`src/rtl/lockdet_pkg.sv`:
```
// Package lockdet_pkg
// Types shared by the lock-detector modules.
// Assumes: nothing beyond IEEE 1800-2017.
package lockdet_pkg;

    // State of the phase comparator
    typedef enum logic [1:0] {
        CMP_IDLE     = 2'd0,
        CMP_WAIT_FB  = 2'd1,
        CMP_WAIT_REF = 2'd2
    } cmp_state_t;

    // Source index for the two edge chains
    localparam int SRC_REF = 0;
    localparam int SRC_FB  = 1;

endpackage

```
`src/rtl/lockdet_sync_edge.sv`:
```
// Module lockdet_sync_edge
// Brings an asynchronous pulse into the sampling-clock domain through two
// flops and emits a one-cycle strobe on each rising edge.
// Assumes: input pulses stay high and low for at least one sampling cycle.
module lockdet_sync_edge (
    input  logic clk,
    input  logic rst_n,
    input  logic async_in,
    output logic rise_pulse
);
    logic s1_q, s2_q, s3_q;

    // Two-flop synchronizer plus history flop for edge detection
    always_ff @(posedge clk) begin
        if (!rst_n) begin
            s1_q <= 1'b0;
            s2_q <= 1'b0;
            s3_q <= 1'b0;
        end else begin
            s1_q <= async_in;
            s2_q <= s1_q;
            s3_q <= s2_q;
        end
    end

    // Rising edge of the synchronized level
    always_comb rise_pulse = s2_q & ~s3_q;

endmodule

```
`src/rtl/lockdet_prediv.sv`:
```
// Module lockdet_prediv
// Divides an edge-strobe stream by DIV_RATIO. It passes through the first
// strobe after reset and then every DIV_RATIO-th strobe.
// Assumes: strobes are single-cycle and never in adjacent cycles.
module lockdet_prediv #(
    parameter int DIV_RATIO = 64
) (
    input  logic clk,
    input  logic rst_n,
    input  logic edge_in,
    output logic div_pulse
);
    localparam int CNT_W = (DIV_RATIO > 1) ? $clog2(DIV_RATIO) : 1;
    localparam logic [CNT_W-1:0] LAST = CNT_W'(DIV_RATIO - 1);

    logic [CNT_W-1:0] phase_q;

    // Count input strobes modulo DIV_RATIO
    always_ff @(posedge clk) begin
        if (!rst_n)
            phase_q <= '0;
        else if (edge_in)
            phase_q <= (phase_q == LAST) ? '0 : phase_q + 1'b1;
    end

    // Leading edge: the strobe seen when the phase is zero
    always_comb div_pulse = edge_in && (phase_q == '0);

    // divided strobes are never back to back
    a_r1_div_spacing: assert property (@(posedge clk) disable iff (!rst_n)
        div_pulse |=> !div_pulse);

endmodule

```
`src/rtl/lockdet_phase_cmp.sv`:
```
// Module lockdet_phase_cmp
// Measures the cycles between the divided reference and feedback leading
// edges and classifies each comparison as in or out of window. It also
// ends a comparison as a miss after TIMEOUT_MULT window lengths.
// Assumes: win_cycles is held steady while a comparison is open.
module lockdet_phase_cmp
    import lockdet_pkg::*;
#(
    parameter int WIN_W        = 8,
    parameter int TIMEOUT_MULT = 64
) (
    input  logic             clk,
    input  logic             rst_n,
    input  logic             ref_edge,
    input  logic             fb_edge,
    input  logic [WIN_W-1:0] win_cycles,
    output logic             res_valid,
    output logic             res_hit
);
    localparam int TMO_W = WIN_W + $clog2(TIMEOUT_MULT) + 1;

    cmp_state_t       state_q;
    logic [TMO_W-1:0] err_q;
    logic [TMO_W-1:0] limit;
    logic [TMO_W-1:0] win_ext;
    logic             other_edge;

    // Window widened to the counter width, and the timeout limit
    always_comb begin
        win_ext = TMO_W'(win_cycles);
        limit   = win_ext * TMO_W'(TIMEOUT_MULT);
    end

    // The edge that closes the open comparison
    always_comb other_edge = (state_q == CMP_WAIT_FB)  ? fb_edge :
                             (state_q == CMP_WAIT_REF) ? ref_edge : 1'b0;

    // Comparison sequencer: open on first edge, close on other edge or timeout
    always_ff @(posedge clk) begin
        if (!rst_n) begin
            state_q   <= CMP_IDLE;
            err_q     <= '0;
            res_valid <= 1'b0;
            res_hit   <= 1'b0;
        end else begin
            res_valid <= 1'b0;
            case (state_q)
                CMP_IDLE: begin
                    if (ref_edge && fb_edge) begin
                        res_valid <= 1'b1;
                        res_hit   <= (win_ext != '0);
                    end else if (ref_edge) begin
                        state_q <= CMP_WAIT_FB;
                        err_q   <= TMO_W'(1);
                    end else if (fb_edge) begin
                        state_q <= CMP_WAIT_REF;
                        err_q   <= TMO_W'(1);
                    end
                end
                default: begin
                    if (other_edge) begin
                        res_valid <= 1'b1;
                        res_hit   <= (err_q < win_ext);
                        state_q   <= CMP_IDLE;
                    end else if (err_q >= limit) begin
                        res_valid <= 1'b1;
                        res_hit   <= 1'b0;
                        state_q   <= CMP_IDLE;
                    end else begin
                        err_q <= err_q + 1'b1;
                    end
                end
            endcase
        end
    end

    // an open comparison that reaches its limit without the other edge closes
    a_r6_timeout_close: assert property (@(posedge clk) disable iff (!rst_n)
        (state_q != CMP_IDLE && !other_edge && err_q >= limit)
            |=> (state_q == CMP_IDLE && res_valid && !res_hit));

endmodule

```
`src/rtl/lockdet_filter.sv`:
```
// Module lockdet_filter
// Filters comparison results: lock after LOCK_COUNT consecutive hits,
// loss of lock on the first miss.
// Assumes: res_valid is a single-cycle strobe.
module lockdet_filter #(
    parameter int LOCK_COUNT = 4
) (
    input  logic clk,
    input  logic rst_n,
    input  logic res_valid,
    input  logic res_hit,
    output logic locked
);
    localparam int HC_W = $clog2(LOCK_COUNT + 1);
    localparam logic [HC_W-1:0] FULL = HC_W'(LOCK_COUNT);

    logic [HC_W-1:0] hits_q;
    logic [HC_W-1:0] hits_nx;

    // Next saturating hit count
    always_comb hits_nx = (hits_q == FULL) ? FULL : hits_q + 1'b1;

    // Consecutive-hit counter and lock flag
    always_ff @(posedge clk) begin
        if (!rst_n) begin
            hits_q <= '0;
            locked <= 1'b0;
        end else if (res_valid) begin
            if (res_hit) begin
                hits_q <= hits_nx;
                locked <= (hits_nx == FULL);
            end else begin
                hits_q <= '0;
                locked <= 1'b0;
            end
        end
    end

    // a miss clears lock on the next cycle
    a_r4_miss_drops: assert property (@(posedge clk) disable iff (!rst_n)
        (res_valid && !res_hit) |=> !locked);

    // lock only rises right after a hit
    a_r3_rise_on_hit: assert property (@(posedge clk) disable iff (!rst_n)
        $rose(locked) |-> $past(res_valid && res_hit));

    // the hit count never passes its saturation value
    a_r3_count_bound: assert property (@(posedge clk) disable iff (!rst_n)
        hits_q <= FULL);

endmodule

```
`src/rtl/pll_lock_detect.sv`:
```
// Module pll_lock_detect
// Digital filtered lock detector. It synchronizes and edge-detects the
// reference and feedback pulses, divides each by DIV_RATIO, measures leading-edge
// skew against a window and filters the result into a lock output.
// Assumes: clk is much faster than the pulse inputs.
module pll_lock_detect
    import lockdet_pkg::*;
#(
    parameter int WIN_W        = 8,
    parameter int DIV_RATIO    = 64,
    parameter int LOCK_COUNT   = 4,
    parameter int TIMEOUT_MULT = 64
) (
    input  logic             clk,
    input  logic             rst_n,
    input  logic             ref_in,
    input  logic             fb_in,
    input  logic             ld_enable,
    input  logic [WIN_W-1:0] win_cycles,
    output logic             lock_out
);
    localparam int N_SRC = 2;

    logic [N_SRC-1:0] raw_in;
    logic [N_SRC-1:0] rise;
    logic [N_SRC-1:0] lead;
    logic             res_valid;
    logic             res_hit;
    logic             locked;

    // Gather the two pulse inputs
    always_comb begin
        raw_in[SRC_REF] = ref_in;
        raw_in[SRC_FB]  = fb_in;
    end

    // Identical synchronize-and-divide chain per input
    for (genvar g = 0; g < N_SRC; g++) begin : g_chain
        lockdet_sync_edge u_sync (
            .clk        (clk),
            .rst_n      (rst_n),
            .async_in   (raw_in[g]),
            .rise_pulse (rise[g])
        );
        lockdet_prediv #(.DIV_RATIO(DIV_RATIO)) u_div (
            .clk       (clk),
            .rst_n     (rst_n),
            .edge_in   (rise[g]),
            .div_pulse (lead[g])
        );
    end

    lockdet_phase_cmp #(.WIN_W(WIN_W), .TIMEOUT_MULT(TIMEOUT_MULT)) u_cmp (
        .clk        (clk),
        .rst_n      (rst_n),
        .ref_edge   (lead[SRC_REF]),
        .fb_edge    (lead[SRC_FB]),
        .win_cycles (win_cycles),
        .res_valid  (res_valid),
        .res_hit    (res_hit)
    );

    lockdet_filter #(.LOCK_COUNT(LOCK_COUNT)) u_filt (
        .clk       (clk),
        .rst_n     (rst_n),
        .res_valid (res_valid),
        .res_hit   (res_hit),
        .locked    (locked)
    );

    // Output gate: enable low forces the indication to ground
    always_comb lock_out = locked & ld_enable;

endmodule

```
`config.mk`:
```
export PLATFORM = sky130hd
export DESIGN_NAME = pll_lock_detect
export DESIGN_NICKNAME = d
export VERILOG_FILES = /design/src/rtl/lockdet_pkg.sv /design/src/rtl/lockdet_sync_edge.sv /design/src/rtl/lockdet_prediv.sv /design/src/rtl/lockdet_phase_cmp.sv /design/src/rtl/lockdet_filter.sv /design/src/rtl/pll_lock_detect.sv
export SDC_FILE = /design/constraint.sdc
export NUM_CORES = 1
export LEC_CHECK = 0
export BUFFER_PORTS_ARGS = -buffer_cell sky130_fd_sc_hd__buf_2
export CORE_UTILIZATION = 55
export DETAILED_ROUTE_END_ITERATION = 6
export PLACE_DENSITY = 0.76
export SKIP_CTS_REPAIR_TIMING = 1
export SLEW_MARGIN = 20
export SYNTH_ARGS = -nofsm -noshare
export SYNTH_HDL_FRONTEND = slang
export SYNTH_HIERARCHICAL = 1
export SYNTH_SLANG_ARGS = --single-unit
```
`constraint.sdc`:
```
create_clock -name clk -period 2.5 [get_ports clk]
set_input_delay 0.25 -clock clk [delete_from_list [all_inputs] [get_ports clk]]
set_output_delay 0.25 -clock clk [all_outputs]
set_load 0.01 [all_outputs]
```
; ---- Word-level counts from Yosys, hierarchy flattened
; Index checks and enable logic that the tools add are counted.
; W data, S select, Z words.
[totals]
register_bits = 41
word_cells = 74
[classes]
add_sub_neg = 4
order_cmp = 2
mux = 27
bitwise_logic = 5
n_eq_ne = 11
n_reduce_logical = 11
[ops]
columns = operator, count
row1 = $mux W15, 6
row2 = $add A15 B1 Y15 const B, 1
row3 = $ge A15 B14 Y1, 1
row4 = $lt A15 B8 Y1, 1
row5 = $reduce_bool A15 Y1, 1
row6 = $add A6 B1 Y6 const B, 2
row7 = $eq A6 B6 Y1 const B, 2
row8 = $logic_not A6 Y1, 2
row9 = $mux W2, 6
row10 = $mux W6, 2
row11 = $mux W1, 11
row12 = $eq A3 B3 Y1 const B, 2
row13 = $mux W3, 2
row14 = $ne A2 B2 Y1 const B, 3
row15 = $reduce_and A4 Y1, 1
row16 = $add A3 B1 Y3 const B, 1
row17 = $and A1 B1 Y1, 3
row18 = $logic_and A1 B1 Y1, 3
row19 = $ne A3 B1 Y1 const B, 1
row20 = $reduce_and A3 Y1, 1
row21 = $reduce_bool A3 Y1, 1
row22 = $eq A2 B1 Y1 const B, 1
row23 = $eq A2 B2 Y1 const B, 1
row24 = $logic_not A2 Y1, 1
row25 = 3 further kinds, 4

; ---- Depth between registers and ports, before layout
; Gate-level depths: netlist (run 1).
[depth]
depth_word = 7
mapped_depth = 12
ltp_nobuf = 10

; ---- By module
; The synthesis (run 1) kept the hierarchy.
[by_module_without_submodules]
columns = module, seq_area_each_um2, area_each_um2, cells_per_inst, instances
row1 = lockdet_phase_cmp, 380.4, 1377.6, 167, 1
row2 = lockdet_prediv, 120.1, 322.8, 36, 2
row3 = lockdet_filter, 80.1, 216.5, 23, 1
row4 = lockdet_sync_edge, 60.1, 92.6, 7, 2
row5 = pll_lock_detect, 0.0, 6.3, 1, 1

; ---- Least setup slack after synthesis (run 1)
; Ideal clock, no wire load.
[synth_timing]
path_type = reg-to-reg
from = register g_chain[1].u_div.phase_q[0]
to = register u_cmp.res_hit
path_slack_ps = -65
path_stages_with_launch = 12
n_path_buf = 1
t_arrival_ps = 2447
t_required_ps = 2381
path_cell_list = dfxtp_1 > inv_1 > ha_1 > or4b_1 > nor3b_1 > inv_1 > a22oi_1 > a2111oi_2 > and2_1 > buf_6 > a211o_1 > o221a_1
[synth_via]
elab_chain_len = 5
word_cells_on_any_way = 9
classes_between = eq/ne: 1 / mux: 3 / reduce/logical: 5
[synth_rtl]
columns = element, line
row1 = start: declaration, lockdet_prediv.sv:16  ; logic [CNT_W-1:0] phase_q;
row2 = start signal: assignment, lockdet_prediv.sv:23  ; phase_q <= (phase_q == LAST) ? '0 : phase_q + 1'b1;
row3 = $logic_not A6 Y1 (*), lockdet_prediv.sv:27  ; always_comb div_pulse = edge_in && (phase_q == '0);
row4 = $logic_and A1 B1 Y1 (*), lockdet_prediv.sv:27
row5 = named net lead[1], pll_lock_detect.sv:26  ; logic [N_SRC-1:0] lead;
row6 = $mux W1 or $logic_and A1 B1 Y1 (tied branches), "lockdet_phase_cmp.sv:35, lockdet_phase_cmp.sv:49"
row7 = $reduce_bool A3 Y1 (no source line) (tied with other cells), -
row8 = $reduce_and A2 Y1 (no source line) or $mux W1 (tied branches), -
row9 = end signal: assignment, lockdet_phase_cmp.sv:51  ; res_hit <= (win_ext != '0);
row10 = end signal: assignment, lockdet_phase_cmp.sv:63  ; res_hit <= (err_q < win_ext);
row11 = end: declaration, lockdet_phase_cmp.sv:18  ; output logic res_hit
; The timed path passes the listed nets; every way through them passes the cells marked *.
; A chain may end at the register's enable or synchronous reset.

; ---- Worst setup path in the final report (run 1)
[layout_timing]
from = register g_chain[1].u_div.phase_q[1]
to = register u_cmp.res_hit
; Same word-level chain as after synthesis.

==> results.sh, run 1 <==
export IMPL_numCtsBuffers=5
export IMPL_drc=0
export IMPL_period_needed_ns=2.36
export IMPL_clk_latency_ns=0.29
export IMPL_cts_tree="yes"
export IMPL_die_area_um2=4690
export IMPL_crit_arrival_ns=2.55
export IMPL_final_period_utilization_pct=94.5
export IMPL_async_flop_share_pct=0
export IMPL_drv_slew=0
export IMPL_skew_ns=0.00854
export IMPL_worstSetupStartpointType="flop"
export IMPL_pin_count=14
export IMPL_fin_area_um2=2690
export IMPL_path_clk_slew_ns=0.08
export IMPL_track_usage_pct=22.3
export IMPL_postRouteAntennaNets=0
export IMPL_cts_htree_levels=2
export IMPL_syn_area_um2=2430
export IMPL_slew_limit_headroom_pct=43.0
export IMPL_post_dp_cell_area_um2=2590
export IMPL_cp_end_kind="flop"
export IMPL_placementRows=23
export IMPL_irDropWorstVdd_mv=0.395
export IMPL_max_cap_violations=0
export IMPL_via_per_inst=5.82
export IMPL_fmax_ghz=0.423
export IMPL_synth_edf_count=0
export IMPL_yosysWarnings=6
export IMPL_avgSynthCellArea_um2=8.78
export IMPL_num_nets_final=337
export IMPL_start_util_pct=59.1
export IMPL_drive_gt1_share_pct=16.6
export IMPL_fillers=350
export IMPL_core_area_um2=4120
export IMPL_clk_path_buf_depth=2
export IMPL_die_h_um=68.5
export IMPL_syn_num_nets=313
export IMPL_areaGrowthSynthToFinish_pct=10.6
export IMPL_grt_start_max_net_pins=20
export IMPL_hp_class="in -> reg"
export IMPL_wire_per_inst_um=14.0
export IMPL_gr_total_overflow=0
export IMPL_status="finished, final reports clean"
export IMPL_finalHoldViolCount=0
export IMPL_power_density_nw_per_um2=459
export IMPL_r2r_cells=10
export IMPL_power_leakage_nw=1.23
export IMPL_port_buffers=13
export IMPL_via_count=2049
export IMPL_antenna_cells=0
export IMPL_layout_commonest_cell="dfxtp_1"
export IMPL_grt_pass1_wl_um=7660
export IMPL_ys_seq_area_share_pct=33.8
export IMPL_whs_path_depth=2
export IMPL_crit_fanout=9
export IMPL_grt_pass1_vias=1758
export IMPL_final_cell_mix="41 x dfxtp_1, 24 x inv_1, 23 x nand2_1, 23 x ha_1, 17 x nand3_1"
export IMPL_setup_viol=0
export IMPL_hold_ws_ns=0.173
export IMPL_tightest_slew_ns=0.847
export IMPL_synthFlopType="dfxtp_1"
export IMPL_yosys_register_bits=41
export IMPL_yosys_cell_types_count=53
export IMPL_clockRootBuffer="clkbuf_8"
export IMPL_gp_congestion=0.797
export IMPL_final_core_util_pct=65.3
export IMPL_crit_required_ns=2.68
export IMPL_path_class="reg -> reg"
export IMPL_tns_ns=0
export IMPL_totalWireLength_um=4940
export IMPL_antenna_found_initial=0
export IMPL_drt_iter0_drc=217
export IMPL_netlist_instances=277
export IMPL_power_mw=1.23
export IMPL_die_w_um=68.5
export IMPL_clock_sinks=41
export IMPL_dp_hpwl_um=3610
export IMPL_dr_pass1_iters=4
cells in the mapped netlist (all sizes together), types with 3 or more instances:
library cell / count / area (um2)
nand3: 17 / 85.1
nand3b: 3 / 35.0
and3: 9 / 61.3
ha: 23 / 288
inv: 24 / 90.1
o211ai: 3 / 32.5
mux2i: 7 / 70.1
o21ai: 14 / 70.1
a31oi: 5 / 37.5
and2: 9 / 56.3
a21oi: 11 / 58.8
nor3: 4 / 25.0
dfxtp: 41 / 821
nand2b: 9 / 56.3
xor2: 7 / 61.3
buf: 4 / 37.5
nor2: 14 / 52.6
nor2b: 3 / 33.8
nand2: 23 / 86.3
nor3b: 4 / 30.0
nand4: 10 / 75.1
nor4: 4 / 25.0
layer usage:
layer	up-vias	track usage [%]	part of all wire (%)
met5	-	0	0
met3	4	5.67	5.5
met1	938	27.1	45
met2	55	38.5	49
li1	1052	-	-
met4	0	5.73	0.55
stage by stage:
step | setup WS, ns | instances
CTS | 0.0738 | 352
finish | 0.138 | 352
floorplan | 0.0695 | 277
global placement | 0.153 | 344
global route | -0.00868 | 352
detailed placement | 0.0704 | 344
layout make-up:
type / count / area (um2) / area share [%]
Multi-Input combinational cell: 207 / 1500 / 55.8
Sequential cell: 41 / 821 / 30.5
Tap cell: 50 / 62.6 / 2.33
Timing Repair Buffer: 22 / 133 / 4.93
Inverter: 24 / 90.1 / 3.35
Clock buffer: 6 / 72.6 / 2.70
Clock inverter: 2 / 10.0 / 0.372
state kept, by name (all words and copies together), names as in the netlist:
name,flops
g_chain.u_div/phase_q,12
u_filt/hits_q,3
g_chain.u_sync/s2_q,2
u_filt/locked,1
u_cmp/res_hit,1
g_chain.u_sync/s3_q,2
u_cmp/state_q,2
u_cmp/res_valid,1
g_chain.u_sync/s1_q,2
u_cmp/err_q,15
worst paths after layout:
kind              slack [ns]                                startpoint                                end
setup / recovery        0.14  g_chain[1].u_div/phase_q[1]$_SDFFE_PN0P_         u_cmp/res_hit$_SDFFE_PN0P_
hold / removal          0.17                                     fb_in  g_chain[1].u_sync/s1_q$_SDFF_PN0_
setup reg to reg        0.14  g_chain[1].u_div/phase_q[1]$_SDFFE_PN0P_         u_cmp/res_hit$_SDFFE_PN0P_
hold reg to reg         0.43         g_chain[0].u_sync/s1_q$_SDFF_PN0_  g_chain[0].u_sync/s2_q$_SDFF_PN0_
cells by family (layout without fill, tap and decap cells):
kind of cell / count (synthesis) / in the layout / share of synthesized area (%)
adder cells (fa/ha/maj): 23 / 23 / 11.8
XOR/XNOR: 7 / 7 / 2.52
AO/OA/AOI/OAI: 53 / 53 / 15.3
AND/OR/NAND/NOR: 117 / 117 / 28.3
flip-flops: 41 / 41 / 33.8
buffers and inverters: 29 / 54 / 5.40
multiplexers: 7 / 7 / 2.88
worst max-delay path: stages (launching register included):
cell	delay [ns]
dfxtp_1	0.34
inv_1	0.06
ha_1	0.12
or4b_1	0.45
nor3b_2	0.21
inv_1	0.09
a22oi_2	0.21
a2111oi_2	0.09
and2_2	0.24
a211o_1	0.25
o221a_1	0.21
power by group:
part | switching [mW] | leakage [nW] | internal (mW) | total [mW]
sequential | 0.0180 | 0.332 | 0.667 | 0.685
combinational | 0.0755 | 0.854 | 0.0586 | 0.134
clock | 0.220 | 0.0450 | 0.194 | 0.414
Note: power is estimated with default switching activity, not from simulation.
==> run 2: changes to the inputs <==
Settings changed: ABC_AREA from default to 1, CORE_UTILIZATION 55 to 56, PLACE_DENSITY 0.76 to 0.77.
==> run 2 against run 1 <==
  * Maximum frequency up 3.8%
  * Global-route usage is 1.5 points higher
  * Clock skew decreased by 0.0037 ns
  * Wire length up 19%
  * Final cell count grew 47%
  * Synthesized area is 15% higher
  * Setup slack improved by 0.086 ns
  * Sequential power grew 31%
  * Largest power group is now combinational cells
  * Die area up 13%
==> results.sh, run 2 <==
export IMPL_status="finished, final reports clean"
export IMPL_clock_sinks=41
export IMPL_areaGrowthSynthToFinish_pct=8.26
export IMPL_crit_arrival_ns=2.45
export IMPL_wire_per_inst_um=11.4
export IMPL_finalHoldViolCount=0
export IMPL_routed_wl_met3_um=346
export IMPL_cp_startpoint="g_chain[1].u_sync/s2_q$_SDFF_PN0_"
export IMPL_synth_compound_area_share_pct=9.11
export IMPL_totalWireLength_um=5900
export IMPL_grt_start_max_net_pins=31
export IMPL_fin_area_um2=3030
export IMPL_dr_pass1_iters=4
export IMPL_path_class="reg -> reg"
export IMPL_synth_edf_count=0
export IMPL_die_area_um2=5290
export IMPL_crit_fanout=29
export IMPL_rsz0062_at_grt="false"
export IMPL_top_regs="u_cmp/err_q (15), g_chain.u_div/phase_q (12), u_filt/hits_q (3)"
export IMPL_final_cell_mix="119 x nand2_1, 59 x nor2_1, 57 x inv_1, 41 x dfxtp_1, 37 x nand3_1"
export IMPL_async_flop_share_pct=0
export IMPL_drc=0
export IMPL_yosys_cell_types_count=30
export IMPL_track_usage_pct=23.7
export IMPL_synth_top_family_by_area="simple AND/OR/NAND/NOR gates"
export IMPL_setup_viol=0
export IMPL_cts_tree="yes"
export IMPL_start_util_pct=58.9
export IMPL_routed_wl_met2_um=2750
export IMPL_power_leakage_nw=1.43
export IMPL_highest_layer="met4"
export IMPL_hp_class="in -> reg"
export IMPL_yosys_register_bits=41
export IMPL_gp_congestion=0.883
export IMPL_cp_slowest_cell="a21oi_4"
export IMPL_crit_path_max_incr_delay_ns=0.59
export IMPL_regMostFlops="u_cmp/err_q"
export IMPL_pin_count=14
export IMPL_path_clk_slew_ns=0.08
export IMPL_dp_hpwl_um=4430
export IMPL_synthAdderAreaFrac_pct=10.3
export IMPL_synthTopCellsByArea="dfxtp_1 29%, nand2_1 16%, ha_1 10%, nor2_1 7.9%, inv_1 7.6%"
export IMPL_drt_iter0_drc=233
export IMPL_synth_top_cell_by_area="dfxtp_1"
export IMPL_final_core_util_pct=63.8
export IMPL_via_per_inst=5.13
export IMPL_rrSetupSlack_ns=0.22
export IMPL_irDropWorstVdd_mv=0.466
export IMPL_via_count=2654
export IMPL_power_mw=2.44
export IMPL_clk_path_buf_depth=2
export IMPL_final_period_utilization_pct=91.0
export IMPL_avgSynthCellArea_um2=6.46
export IMPL_synth_xor_area_share_pct=0
export IMPL_wl_met1_um=2760
export IMPL_syn_area_um2=2800
export IMPL_antenna_found_initial=0
export IMPL_gr_total_overflow=0
export IMPL_postRouteAntennaNets=0
export IMPL_tightest_slew_ns=0.679
export IMPL_r2r_cells=9
export IMPL_r2r_end="u_cmp/err_q[10]$_SDFFE_PN0P_"
export IMPL_synthSimpleGateAreaFrac_pct=40.7
export IMPL_post_dp_cell_area_um2=2910
export IMPL_synth_most_common_cell="nand2_1"
export IMPL_cts_htree_levels=2
export IMPL_max_cap_violations=0
export IMPL_layout_commonest_cell="nand2_1"
export IMPL_cp_end_kind="flop"
export IMPL_clockRootBuffer="clkbuf_8"
export IMPL_worstSetupStartpointType="flop"
export IMPL_hold_ws_ns=0.139
export IMPL_ys_seq_area_share_pct=29.3
export IMPL_die_h_um=72.7
export IMPL_slew_limit_headroom_pct=54.6
export IMPL_num_nets_final=485
export IMPL_ys_top_cells_by_count="119 x nand2_1, 59 x nor2_1, 57 x inv_1, 41 x dfxtp_1, 37 x nand3_1"
export IMPL_largest_register_ffs=15
export IMPL_skew_ns=0.00487
export IMPL_numCtsBuffers=5
export IMPL_tns_ns=0
export IMPL_die_w_um=72.7
export IMPL_path_cells="inv_1 > nor2_2 > inv_1 > nor4_1 > nor2_1 > a21oi_4 > nand2_1 > nand2_1 > a21oi_1"
export IMPL_crit_required_ns=2.68
export IMPL_placementRows=25
export IMPL_netlist_instances=434
export IMPL_synthFlopType="dfxtp_1"
export IMPL_synth_area_mux_share_pct=0
export IMPL_drive_gt1_share_pct=11.3
export IMPL_yosysWarnings=6
export IMPL_antenna_cells=0
export IMPL_crit_end="u_cmp/err_q[10]$_SDFFE_PN0P_"
export IMPL_rr_startpoint="g_chain[1].u_sync/s2_q$_SDFF_PN0_"
export IMPL_port_buffers=13
export IMPL_grt_pass1_wl_um=9960
export IMPL_grt_pass1_vias=2329
export IMPL_period_needed_ns=2.28
export IMPL_drv_slew=0
export IMPL_power_density_nw_per_um2=803
export IMPL_synth_top_area_share_pct=29.3
export IMPL_syn_num_nets=470
export IMPL_core_area_um2=4750
export IMPL_fmax_ghz=0.439
export IMPL_clk_latency_ns=0.29
## run 2: changes by cell type in the layout (fill, tap and decap cells not counted), sizes merged, moves of 9 or more
cell	previous run	this run
nor2	14	70
a21oi	11	35
nand2b	9	0
nand2	23	127
nand3	17	40
inv	24	60
## run 2: metrics by stage
| stage | cells | worst slack, ns |
|---|---|---|
| finish | 517 | 0.224 |
| global route | 517 | 0.00143 |
| CTS | 517 | -0.0551 |
| detailed placement | 509 | -0.0420 |
| global placement | 509 | 0.0428 |
| floorplan | 434 | 0.465 |
## run 2: critical path, delay by kind of cell, from the launching register on
kind	cells	cell delay, ns
AO/OA/AOI/OAI	2	0.65
buffers and inverters	2	0.17
flip-flops	1	0.33
AND/OR/NAND/NOR	5	1.01
## run 2: worst min path at each step
stage / start / end / slack [ns] / cells past startpoint
2_1_floorplan: rst_n / g_chain[0].u_sync/s1_q$_SDFF_PN0_ / 0.34 / 2
3_3_place_gp: g_chain[1].u_sync/s1_q$_SDFF_PN0_ / g_chain[1].u_sync/s2_q$_SDFF_PN0_ / 0.39 / 2
3_5_place_dp: g_chain[1].u_sync/s1_q$_SDFF_PN0_ / g_chain[1].u_sync/s2_q$_SDFF_PN0_ / 0.41 / 2
4_1_cts: ref_in / g_chain[0].u_sync/s1_q$_SDFF_PN0_ / 0.14 / 3
5_1_grt: fb_in / g_chain[1].u_sync/s1_q$_SDFF_PN0_ / 0.14 / 3
6_report: ref_in / g_chain[0].u_sync/s1_q$_SDFF_PN0_ / 0.14 / 3
## run 2: area by class of cell
type                            count  area, um2
Fill cell                         452       1720
Multi-Input combinational cell    324       1690
Sequential cell                    41        821
Inverter                           61        234
Timing Repair Buffer               16       87.6
Clock buffer                        7       86.3
Tap cell                           67       83.8
Clock inverter                      1       30.0
## run 2: cells by family after synthesis
family	count (synthesis)
buf+inv	69
compound gates	47
fa+ha+maj	23
simple gates	254
flops	41
## run 2: where the power goes
part | switching, mW | total [mW] | leakage [nW] | internal (mW)
registers | 0.141 | 0.896 | 0.335 | 0.755
logic | 0.637 | 0.997 | 1.03 | 0.360
clock network | 0.218 | 0.544 | 0.0585 | 0.325
## run 2: metal layers
metal	track usage, %	vias to the layer above
li1	-	1401
met1	30.6	1166
met2	40.2	82
met3	4.14	5
met4	7.63	0
met5	0	-
